===== src/rtl/ab_pkg.sv =====
package ab_pkg;
  // Window selector taken from the address field above the register offset.
  typedef enum logic [1:0] {
    WIN_PLAIN = 2'd0,
    WIN_SET   = 2'd1,
    WIN_CLR   = 2'd2,
    WIN_NONE  = 2'd3
  } win_e;
endpackage


===== src/rtl/ab_decode.sv =====
module ab_decode #(
  parameter int ADDR_W  = 16,
  parameter int WIN_LSB = 12,
  parameter int NREGS   = 8,
  parameter int IDX_W   = 3
) (
  input  logic [ADDR_W-1:0] addr,
  output ab_pkg::win_e      win,
  output logic [IDX_W-1:0]  idx,
  output logic              bad
);
  localparam int OFF_W = WIN_LSB - 2;
  localparam logic [OFF_W-1:0] LIMIT = OFF_W'(NREGS);

  logic [OFF_W-1:0] off;
  logic             high_bad;
  logic             align_bad;

  always_comb begin
    win       = ab_pkg::win_e'(addr[WIN_LSB+1:WIN_LSB]);
    off       = addr[WIN_LSB-1:2];
    high_bad  = |addr[ADDR_W-1:WIN_LSB+2];
    align_bad = |addr[1:0];
    bad       = high_bad | align_bad | (win == ab_pkg::WIN_NONE) | (off >= LIMIT);
    idx       = off[IDX_W-1:0];
  end
endmodule


===== src/rtl/ab_reg_slice.sv =====
module ab_reg_slice #(
  parameter int          DATA_W = 32,
  parameter int          NPORTS = 2,
  parameter int          IDX_W  = 3,
  parameter int unsigned MY_IDX = 0
) (
  input  logic                     clk,
  input  logic                     rst_n,
  input  logic [NPORTS-1:0]        wr_ok,
  input  logic [2*NPORTS-1:0]      win_flat,
  input  logic [NPORTS*IDX_W-1:0]  idx_flat,
  input  logic [NPORTS*DATA_W-1:0] wdata_flat,
  output logic [DATA_W-1:0]        q
);
  localparam logic [IDX_W-1:0] ME = IDX_W'(MY_IDX);

  logic              plain_any;
  logic [DATA_W-1:0] plain_val;
  logic [DATA_W-1:0] set_m;
  logic [DATA_W-1:0] clr_m;
  logic              en;
  logic [DATA_W-1:0] d;

  // Next-state: scan ports from high to low so the lowest plain writer wins.
  always_comb begin
    plain_any = 1'b0;
    plain_val = '0;
    set_m     = '0;
    clr_m     = '0;
    for (int p = NPORTS - 1; p >= 0; p--) begin
      if (wr_ok[p] && (idx_flat[p*IDX_W +: IDX_W] == ME)) begin
        case (ab_pkg::win_e'(win_flat[2*p +: 2]))
          ab_pkg::WIN_PLAIN: begin
            plain_any = 1'b1;
            plain_val = wdata_flat[p*DATA_W +: DATA_W];
          end
          ab_pkg::WIN_SET: set_m = set_m | wdata_flat[p*DATA_W +: DATA_W];
          ab_pkg::WIN_CLR: clr_m = clr_m | wdata_flat[p*DATA_W +: DATA_W];
          default: ;
        endcase
      end
    end
    en = plain_any | (|set_m) | (|clr_m);
    d  = plain_any ? plain_val : ((q | set_m) & ~clr_m);
  end

  always_ff @(posedge clk or negedge rst_n) begin
    if (!rst_n) begin
      q <= '0;
    end else if (en) begin
      q <= d;
    end
  end
endmodule


===== src/rtl/ab_resp.sv =====
module ab_resp #(
  parameter int DATA_W = 32,
  parameter int NREGS  = 8,
  parameter int IDX_W  = 3
) (
  input  logic                    clk,
  input  logic                    rst_n,
  input  logic                    acc,
  input  logic                    wr,
  input  logic                    bad,
  input  logic [IDX_W-1:0]        idx,
  input  logic [NREGS*DATA_W-1:0] reg_flat,
  output logic                    rsp_valid,
  output logic                    rsp_err,
  output logic [DATA_W-1:0]       rsp_rdata
);
  logic [DATA_W-1:0] sel;
  logic              v_d;
  logic              e_d;
  logic [DATA_W-1:0] r_d;

  always_comb begin
    sel = '0;
    for (int k = 0; k < NREGS; k++) begin
      if (idx == IDX_W'(k)) sel = reg_flat[k*DATA_W +: DATA_W];
    end
    v_d = acc;
    e_d = acc & bad;
    r_d = (acc && !wr && !bad) ? sel : '0;
  end

  always_ff @(posedge clk or negedge rst_n) begin
    if (!rst_n) begin
      rsp_valid <= 1'b0;
      rsp_err   <= 1'b0;
      rsp_rdata <= '0;
    end else begin
      rsp_valid <= v_d;
      rsp_err   <= e_d;
      rsp_rdata <= r_d;
    end
  end
endmodule


===== src/rtl/alias_reg_bank.sv =====
module alias_reg_bank #(
  parameter int NREGS   = 8,
  parameter int DATA_W  = 32,
  parameter int ADDR_W  = 16,
  parameter int WIN_LSB = 12,
  parameter int NPORTS  = 2
) (
  input  logic                     clk,
  input  logic                     rst_n,
  input  logic [NPORTS-1:0]        req_valid,
  input  logic [NPORTS-1:0]        req_write,
  input  logic [NPORTS*ADDR_W-1:0] req_addr,
  input  logic [NPORTS*DATA_W-1:0] req_wdata,
  output logic                     req_ready,
  output logic [NPORTS-1:0]        rsp_valid,
  output logic [NPORTS-1:0]        rsp_err,
  output logic [NPORTS*DATA_W-1:0] rsp_rdata
);
  localparam int IDX_W = (NREGS > 1) ? $clog2(NREGS) : 1;

  // Reset: asynchronous assert, synchronous release.
  logic [1:0] rs_q;
  logic       rst_sync_n;
  always_ff @(posedge clk or negedge rst_n) begin
    if (!rst_n) rs_q <= 2'b00;
    else        rs_q <= {rs_q[0], 1'b1};
  end
  assign rst_sync_n = rs_q[1];

  logic ready_q;
  always_ff @(posedge clk or negedge rst_sync_n) begin
    if (!rst_sync_n) ready_q <= 1'b0;
    else             ready_q <= 1'b1;
  end
  assign req_ready = ready_q;

  logic [NPORTS-1:0]        acc;
  logic [NPORTS-1:0]        bad;
  logic [NPORTS-1:0]        wr_ok;
  logic [2*NPORTS-1:0]      win_flat;
  logic [NPORTS*IDX_W-1:0]  idx_flat;
  logic [NREGS*DATA_W-1:0]  reg_flat;

  for (genvar p = 0; p < NPORTS; p++) begin : g_port
    ab_pkg::win_e win_p;

    ab_decode #(
      .ADDR_W (ADDR_W),
      .WIN_LSB(WIN_LSB),
      .NREGS  (NREGS),
      .IDX_W  (IDX_W)
    ) u_dec (
      .addr(req_addr[p*ADDR_W +: ADDR_W]),
      .win (win_p),
      .idx (idx_flat[p*IDX_W +: IDX_W]),
      .bad (bad[p])
    );

    assign win_flat[2*p +: 2] = win_p;
    assign acc[p]   = req_valid[p] & ready_q;
    assign wr_ok[p] = acc[p] & req_write[p] & ~bad[p];

    ab_resp #(
      .DATA_W(DATA_W),
      .NREGS (NREGS),
      .IDX_W (IDX_W)
    ) u_resp (
      .clk      (clk),
      .rst_n    (rst_sync_n),
      .acc      (acc[p]),
      .wr       (req_write[p]),
      .bad      (bad[p]),
      .idx      (idx_flat[p*IDX_W +: IDX_W]),
      .reg_flat (reg_flat),
      .rsp_valid(rsp_valid[p]),
      .rsp_err  (rsp_err[p]),
      .rsp_rdata(rsp_rdata[p*DATA_W +: DATA_W])
    );
  end

  for (genvar r = 0; r < NREGS; r++) begin : g_reg
    ab_reg_slice #(
      .DATA_W(DATA_W),
      .NPORTS(NPORTS),
      .IDX_W (IDX_W),
      .MY_IDX(r)
    ) u_slice (
      .clk       (clk),
      .rst_n     (rst_sync_n),
      .wr_ok     (wr_ok),
      .win_flat  (win_flat),
      .idx_flat  (idx_flat),
      .wdata_flat(req_wdata),
      .q         (reg_flat[r*DATA_W +: DATA_W])
    );
  end
endmodule


===== config.mk =====
export PLATFORM = sky130hd
export DESIGN_NAME = alias_reg_bank
export DESIGN_NICKNAME = d
export VERILOG_FILES = /design/src/rtl/ab_pkg.sv /design/src/rtl/ab_decode.sv /design/src/rtl/ab_reg_slice.sv /design/src/rtl/ab_resp.sv /design/src/rtl/alias_reg_bank.sv
export SDC_FILE = /design/constraint.sdc
export NUM_CORES = 1
export LEC_CHECK = 0
export BUFFER_PORTS_ARGS = -buffer_cell sky130_fd_sc_hd__buf_2
export CAP_MARGIN = 20
export CORE_ASPECT_RATIO = 0.75
export CORE_MARGIN = 4
export CORE_UTILIZATION = 40
export CTS_CLUSTER_DIAMETER = 100
export DETAILED_ROUTE_END_ITERATION = 7
export HOLD_SLACK_MARGIN = 0.12
export PLACE_DENSITY = 0.66
export SLEW_MARGIN = 20
export SYNTH_ARGS = -nofsm -noshare
export SYNTH_HDL_FRONTEND = slang
export SYNTH_HIERARCHICAL = 1
export SYNTH_SLANG_ARGS = --single-unit

===== constraint.sdc =====
create_clock -name clk -period 16.8 [get_ports clk]
set_input_delay 0.84 -clock clk [delete_from_list [all_inputs] [get_ports clk]]
set_output_delay 0.84 -clock clk [all_outputs]
set_load 0.02 [all_outputs]

* After elaboration in Yosys (flattened, before gate mapping)
Index checks and enable logic that the tools add are counted.
** Storage, ports and cells
- Register bits :: 327
- Input port bits :: 102
- Output and inout bits :: 69
- Logic and storage cells :: 284
** Cells by class
- $lt $le $gt $ge :: 2
- Eq/ne operators :: 20
- Multiplexer cells :: 126
- Bitwise operators :: 72
- Reductions and logical operators :: 48
** Operators with widths (number)
- 32-bit two-way mux :: 101
- 32-bit OR :: 24
- 32-bit OR reduction :: 16
- 32-bit AND :: 8
- 32-bit NOT :: 8
- 1-bit two-way mux :: 25
- 3-bit == test (second input constant) :: 8
- 1-bit OR :: 22
- 10-bit by 4-bit greater-or-equal comparator with 1-bit output (second input constant) :: 2
- 1-bit logical AND :: 20
- 3-bit by 2-bit == test with 1-bit output (second input constant) :: 4
- 1-bit AND :: 8
- 2-bit == test (second input constant) :: 4
- 2-bit OR reduction :: 4
- 3-bit by 1-bit == test with 1-bit output (second input constant) :: 2
- 3-bit logical NOT :: 2
- 2-bit by 1-bit == test with 1-bit output (second input constant) :: 2
- 1-bit logical NOT :: 4
- 2-bit logical NOT :: 2
- 1-bit NOT :: 2

* Depth between registers and ports, before layout
- Depth after elaboration :: 14
- Gate-level depth with buffers :: 9
- Depth with buffers taken out :: 7

* By module
The synthesis kept the hierarchy.
** Modules (own cells, without submodules)
- ab_reg_slice (g_reg[3].u_slice ...) :: instances 3, cells each 266, area each 2433.6 um^2, seq. area each 800.8 um^2
- ab_reg_slice (g_reg[1].u_slice ...) :: instances 3, cells each 267, area each 2378.5 um^2, seq. area each 800.8 um^2
- ab_resp :: instances 2, cells each 321, area each 3143.0 um^2, seq. area each 850.8 um^2
- ab_reg_slice (g_reg[0].u_slice) :: instances 1, cells each 267, area each 2722.6 um^2, seq. area each 800.8 um^2
- ab_reg_slice (g_reg[7].u_slice) :: instances 1, cells each 324, area each 2686.3 um^2, seq. area each 800.8 um^2
- ab_decode :: instances 2, cells each 10, area each 65.1 um^2, seq. area each 0.0 um^2
- alias_reg_bank :: instances 1, cells each 8, area each 113.9 um^2, seq. area each 75.1 um^2

* Worst setup path before layout
Ideal clock, no wire load.
- Kind :: input to register
- Start point :: input port req_addr[31]
- End point :: register g_reg[0].u_slice.q[11]
- Setup time :: 125 ps
- Data arrival time :: 2920 ps
- Data required time :: 16675 ps
- Path slack :: 13754 ps
- Cell stages on the path :: 9
- Buffers on the path :: 2
- Path through :: nor4_1 nand4_1 and4b_1 or3b_4 or3_1 buf_6 buf_12 o22ai_2 o21ai_2
** Between the ends
- Longest elaborated chain between the ends :: 14
- Elaborated cells between the ends (all ways) :: 29
- Classes of those cells :: mux: 13; bitwise: 12; reduce/logical: 4
** RTL lines
- from (decl) :: RTL line alias_reg_bank.sv:12 : input logic [NPORTS*ADDR_W-1:0] req_addr,
- 2-bit OR reduction (*) :: RTL line ab_decode.sv:22 : high_bad = |addr[ADDR_W-1:WIN_LSB+2];
- 1-bit OR (*) (3 in series) :: RTL line ab_decode.sv:24 : bad = high_bad | align_bad | (win == ab_pkg::WIN_NONE) | (off >= LIMIT);
- via bad[1] :: RTL line alias_reg_bank.sv:38 : logic [NPORTS-1:0] bad;
- 1-bit NOT (*) :: RTL line alias_reg_bank.sv:61 : assign wr_ok[p] = acc[p] & req_write[p] & ~bad[p];
- 1-bit AND (*) :: RTL line alias_reg_bank.sv:61
- via wr_ok[1] :: RTL line alias_reg_bank.sv:39 : logic [NPORTS-1:0] wr_ok;
- 1-bit logical AND (*) :: RTL line ab_reg_slice.sv:31 : if (wr_ok[p] && (idx_flat[p*IDX_W +: IDX_W] == ME)) begin
- 32-bit two-way mux :: RTL line ab_reg_slice.sv:31
- 32-bit OR (on tied branches) :: RTL line ab_reg_slice.sv:37, ab_reg_slice.sv:38
- 32-bit two-way mux :: RTL line ab_reg_slice.sv:32 : case (ab_pkg::win_e'(win_flat[2*p +: 2]))
- 32-bit two-way mux :: RTL line ab_reg_slice.sv:31
- 32-bit OR reduction (tied with other cells) :: RTL line ab_reg_slice.sv:43 : en = plain_any | (|set_m) | (|clr_m);
- 1-bit OR / 32-bit AND (equally long branches) :: RTL line ab_reg_slice.sv:43, ab_reg_slice.sv:44
- 1-bit OR / 32-bit two-way mux (equally long branches) :: RTL line ab_reg_slice.sv:43, ab_reg_slice.sv:44
- to (signal assigned) :: RTL line ab_reg_slice.sv:49 : q <= '0;
- to (signal assigned) :: RTL line ab_reg_slice.sv:51 : q <= d;
- to (decl) :: RTL line ab_reg_slice.sv:13 : output logic [DATA_W-1:0] q
The timed path passes the listed nets; every way through them passes the cells marked *.
A chain may end at the register's enable or synchronous reset.

* Worst setup path after layout
- Start point :: input port req_addr[4]
- End point :: register g_reg[5].u_slice.q[14]
** Between the ends
- Longest elaborated chain between the ends :: 9
- Elaborated cells between the ends (all ways) :: 18
- Classes of those cells :: order compare: 1; eq/ne: 1; mux: 5; bitwise: 8; reduce/logical: 3
** RTL lines (RTL line)
- 10-bit by 4-bit greater-or-equal comparator with 1-bit output :: ab_decode.sv:24
- 1-bit OR :: ab_decode.sv:24
- 1-bit NOT :: alias_reg_bank.sv:61
- 1-bit AND :: alias_reg_bank.sv:61
- 1-bit logical AND (*) :: ab_reg_slice.sv:31
- 32-bit two-way mux :: ab_reg_slice.sv:31
- 32-bit OR reduction (tied with other cells) :: ab_reg_slice.sv:43
- 1-bit OR / 32-bit AND (equally long branches) :: ab_reg_slice.sv:43, ab_reg_slice.sv:44
- 1-bit OR / 32-bit two-way mux (equally long branches) :: ab_reg_slice.sv:43, ab_reg_slice.sv:44
- to (signal assigned) :: ab_reg_slice.sv:49
- to (signal assigned) :: ab_reg_slice.sv:51
- to (decl) :: ab_reg_slice.sv:13
Mark *: on every way between the ends. The rest lies on a longest branch, timed or not.

==> flow_metrics.env <==
export IMPL_end_kind="flop"
export IMPL_synthFlopType="dfrtp_1"
export IMPL_routed_wl_mm=117
export IMPL_max_freq_ghz=0.268
export IMPL_criticalPathCategory="input pin to flop"
export IMPL_synth_edf_count=0
export IMPL_drive_above_1_share_pct=19.6
export IMPL_track_usage_pct=31.5
export IMPL_critPathMostFrequentCell="buf_4"
export IMPL_port_buffers=170
export IMPL_syn_area_um2=26400
export IMPL_min_period_ns=3.73
export IMPL_grt_pass1_wl_mm=169
export IMPL_die_x_um=305
export IMPL_num_vias=26600
export IMPL_setup_viol=0
export IMPL_area_growth_pct=6.88
export IMPL_clockBufferDepth=3
export IMPL_hpwl_mm=60.2
export IMPL_rows=81
export IMPL_core_um2=65300
export IMPL_cts_root_buf="clkbuf_16"
export IMPL_min_path_type="flop to asynchronous set/reset pin"
export IMPL_fillers=6387
export IMPL_ys_warn_count=6
export IMPL_grt_antenna_before_repair=6
export IMPL_insertion_delay_ns=0.57
export IMPL_post_cts_resized=0
export IMPL_nets=2917
export IMPL_path_clk_slew_ns=0.06
export IMPL_gp_congestion=0.846
export IMPL_grt_pass1_vias=24500
export IMPL_critPathBufInv=2
export IMPL_tightestPinTransition_ns=1.30
export IMPL_first_pass_iters=6
export IMPL_numCtsBuffers=39
export IMPL_start_util_pct=40.4
export IMPL_setup_tns_ns=0
export IMPL_overflow=0
export IMPL_drt_wirelength_per_cell_um=31.6
export IMPL_drc_errors=0
export IMPL_cts_tree="done"
export IMPL_netlist_top_cells_area="dfrtp_1, nor2b_1, a221oi_1, a22oi_1, o22ai_1"
export IMPL_multi_input_area_um2=16100
export IMPL_critical_path_max_stage_delay_ns=1.08
export IMPL_cp_max_fo=55
export IMPL_drv_slew=0
export IMPL_cp_data_required_time_ns=17.30
export IMPL_place_ws_ns=12.72
export IMPL_status="finished, final reports clean"
export IMPL_layout_setup_ws_ns=13.07
export IMPL_skew_ns=0.0234
export IMPL_finalPower_w=0.00191
export IMPL_cp_top_family="simple AND/OR/NAND/NOR gates"
export IMPL_vdd_drop_max_mv=0.0582
export IMPL_cp_slowest_cell="and3b_2"
export IMPL_regArea_um2=8190
export IMPL_p_per_area_nw_per_um2=67.8
export IMPL_synth_cell_type_count=69
export IMPL_syn_inst=2860
export IMPL_worst_ep_arrival_time_ns=4.22
export IMPL_drtIter0Drc=5108
export IMPL_holdBufCountCts=1
export IMPL_synth_area_per_cell_um2=9.22
export IMPL_synth_seq_cells=327
export IMPL_ios=171
export IMPL_ant_nets=0
export IMPL_synth_top_area_share_pct=31.0
export IMPL_leakage_nw=10.9
export IMPL_die_h_um=230
export IMPL_yosysTopAreaCell="dfrtp_1"
export IMPL_max_cap_viol_count=0
export IMPL_postCtsSetupBuffers=0
export IMPL_dieArea_um2=70200
export IMPL_hold_violations=0
export IMPL_fin_crit_sh_pct=22.2
export IMPL_path_cells="buf_4, buf_4, and4b_4, and3b_2, a221oi_1, o21ai_1"
export IMPL_ys_seq_area_share_pct=31.0
export IMPL_rsz0062_at_grt="no"
export IMPL_grt_max_degree=149
export IMPL_async_reset_ff_share_pct=100
export IMPL_numClockSinks=327
export IMPL_viasPerCell=7.18
export IMPL_slew_headroom_pct=13.4
export IMPL_startpoint_type="input pin"
export IMPL_hold_worst_slack_ns=0.337
export IMPL_h_tree_depth=2
-- cells in the final DEF (no fill, tap or decap), drive strengths merged, types with 57 or more instances in the layout --
cell type and count:
nor2b 461, dfrtp 327, o21ai 301, a221oi 269, o22ai 233, buf 222
a22oi 217, a21oi 121, mux2i 100, nand2 60, inv 57
-- per-layer routing --
metal / track usage, % / vias to the layer above / part of all wire, %
met2: 42.3 / 2369 / 40
met3: 12.8 / 341 / 16
met5: 0.616 / - / 0.040
met1: 44.5 / 12900 / 40
met4: 12.8 / 4 / 3.8
li1: - / 11100 / -
-- stage by stage --
| stage | std cells | utilization (%) | instance area [µm²] |
|---|---|---|---|
| floorplan | 2861 | - | 26400 |
| detailed placement | 3643 | 41.2 | 26900 |
| CTS | 3708 | 43.1 | 28100 |
| global placement | 3641 | 41.1 | 26800 |
| global route | 3712 | 43.2 | 28200 |
| finish | 3713 | 43.2 | 28200 |
-- power breakdown --
| group | switching, W | internal (W) | leakage, nW |
|---|---|---|---|
| Combinational | 0.000175 | 0.0000646 | 5.78 |
| Sequential | 0.00000259 | 0.000789 | 4.56 |
| Clock | 0.000369 | 0.000513 | 0.614 |
| Total | 0.000546 | 0.00137 | 10.9 |
-- path summary, 6_finish.rpt --
check,from,end,slack [ns],cells past startpoint
worst min register to register,rs_q[1],g_reg[1].u_slice/q[9],0.34,0
worst max register to register,req_ready,g_reg[5].u_slice/q[13],13.92,6
worst min-delay path,rs_q[1],g_reg[1].u_slice/q[9],0.34,0
max in group asynchronous,rs_q[1],g_reg[7].u_slice/q[25],15.06,1
worst max-delay path,req_addr[4],g_reg[5].u_slice/q[14],13.07,6
min in group clk,rs_q[0],rs_q[1],0.35,0
-- worst register-to-register path, delay by kind of cell, from the launching register on --
kind,cells,cell delay (ns)
and+or+nand+nor,3,1.46
AOI/OAI and AO/OA,2,0.35
buffers and inverters,1,0.56
DFF,1,0.40
-- logic make-up after synthesis --
family | synth area share, %
AND/OR/NAND/NOR | 16.8
flip-flops | 31.0
buffers and inverters | 8.37
AO/OA/AOI/OAI | 37.7
multiplexers | 6.02
other | 0.0142
-- cell usage after synthesis, drive strengths merged, types with 56 or more instances --
cell	number
buf	202
a22oi	217
o21ai	301
a221oi	269
mux2i	100
dfrtp	327
nand2	60
inv	56
o22ai	233
nor2b	461
a21oi	121
clkbuf	108
-- cell type report --
class	count	area share (%)
clock inverter	11	0.573
inverter	56	0.763
timing repair buffer	223	4.79
sequential	327	29.0
clock buffer	53	3.86
antenna	4	0.0355
tap	871	3.87
multi-input combinational	2168	57.1
-- flip-flops by register name, indices dropped and copies added (netlist names) --
name and flops:
g.u_slice/q 256, g_port.u_resp/rsp_err 2, g_port.u_resp/rsp_rdata 64, g_port.u_resp/rsp_valid 2
req_ready 1, rs_q 2
(Power assumes the default switching activity.)
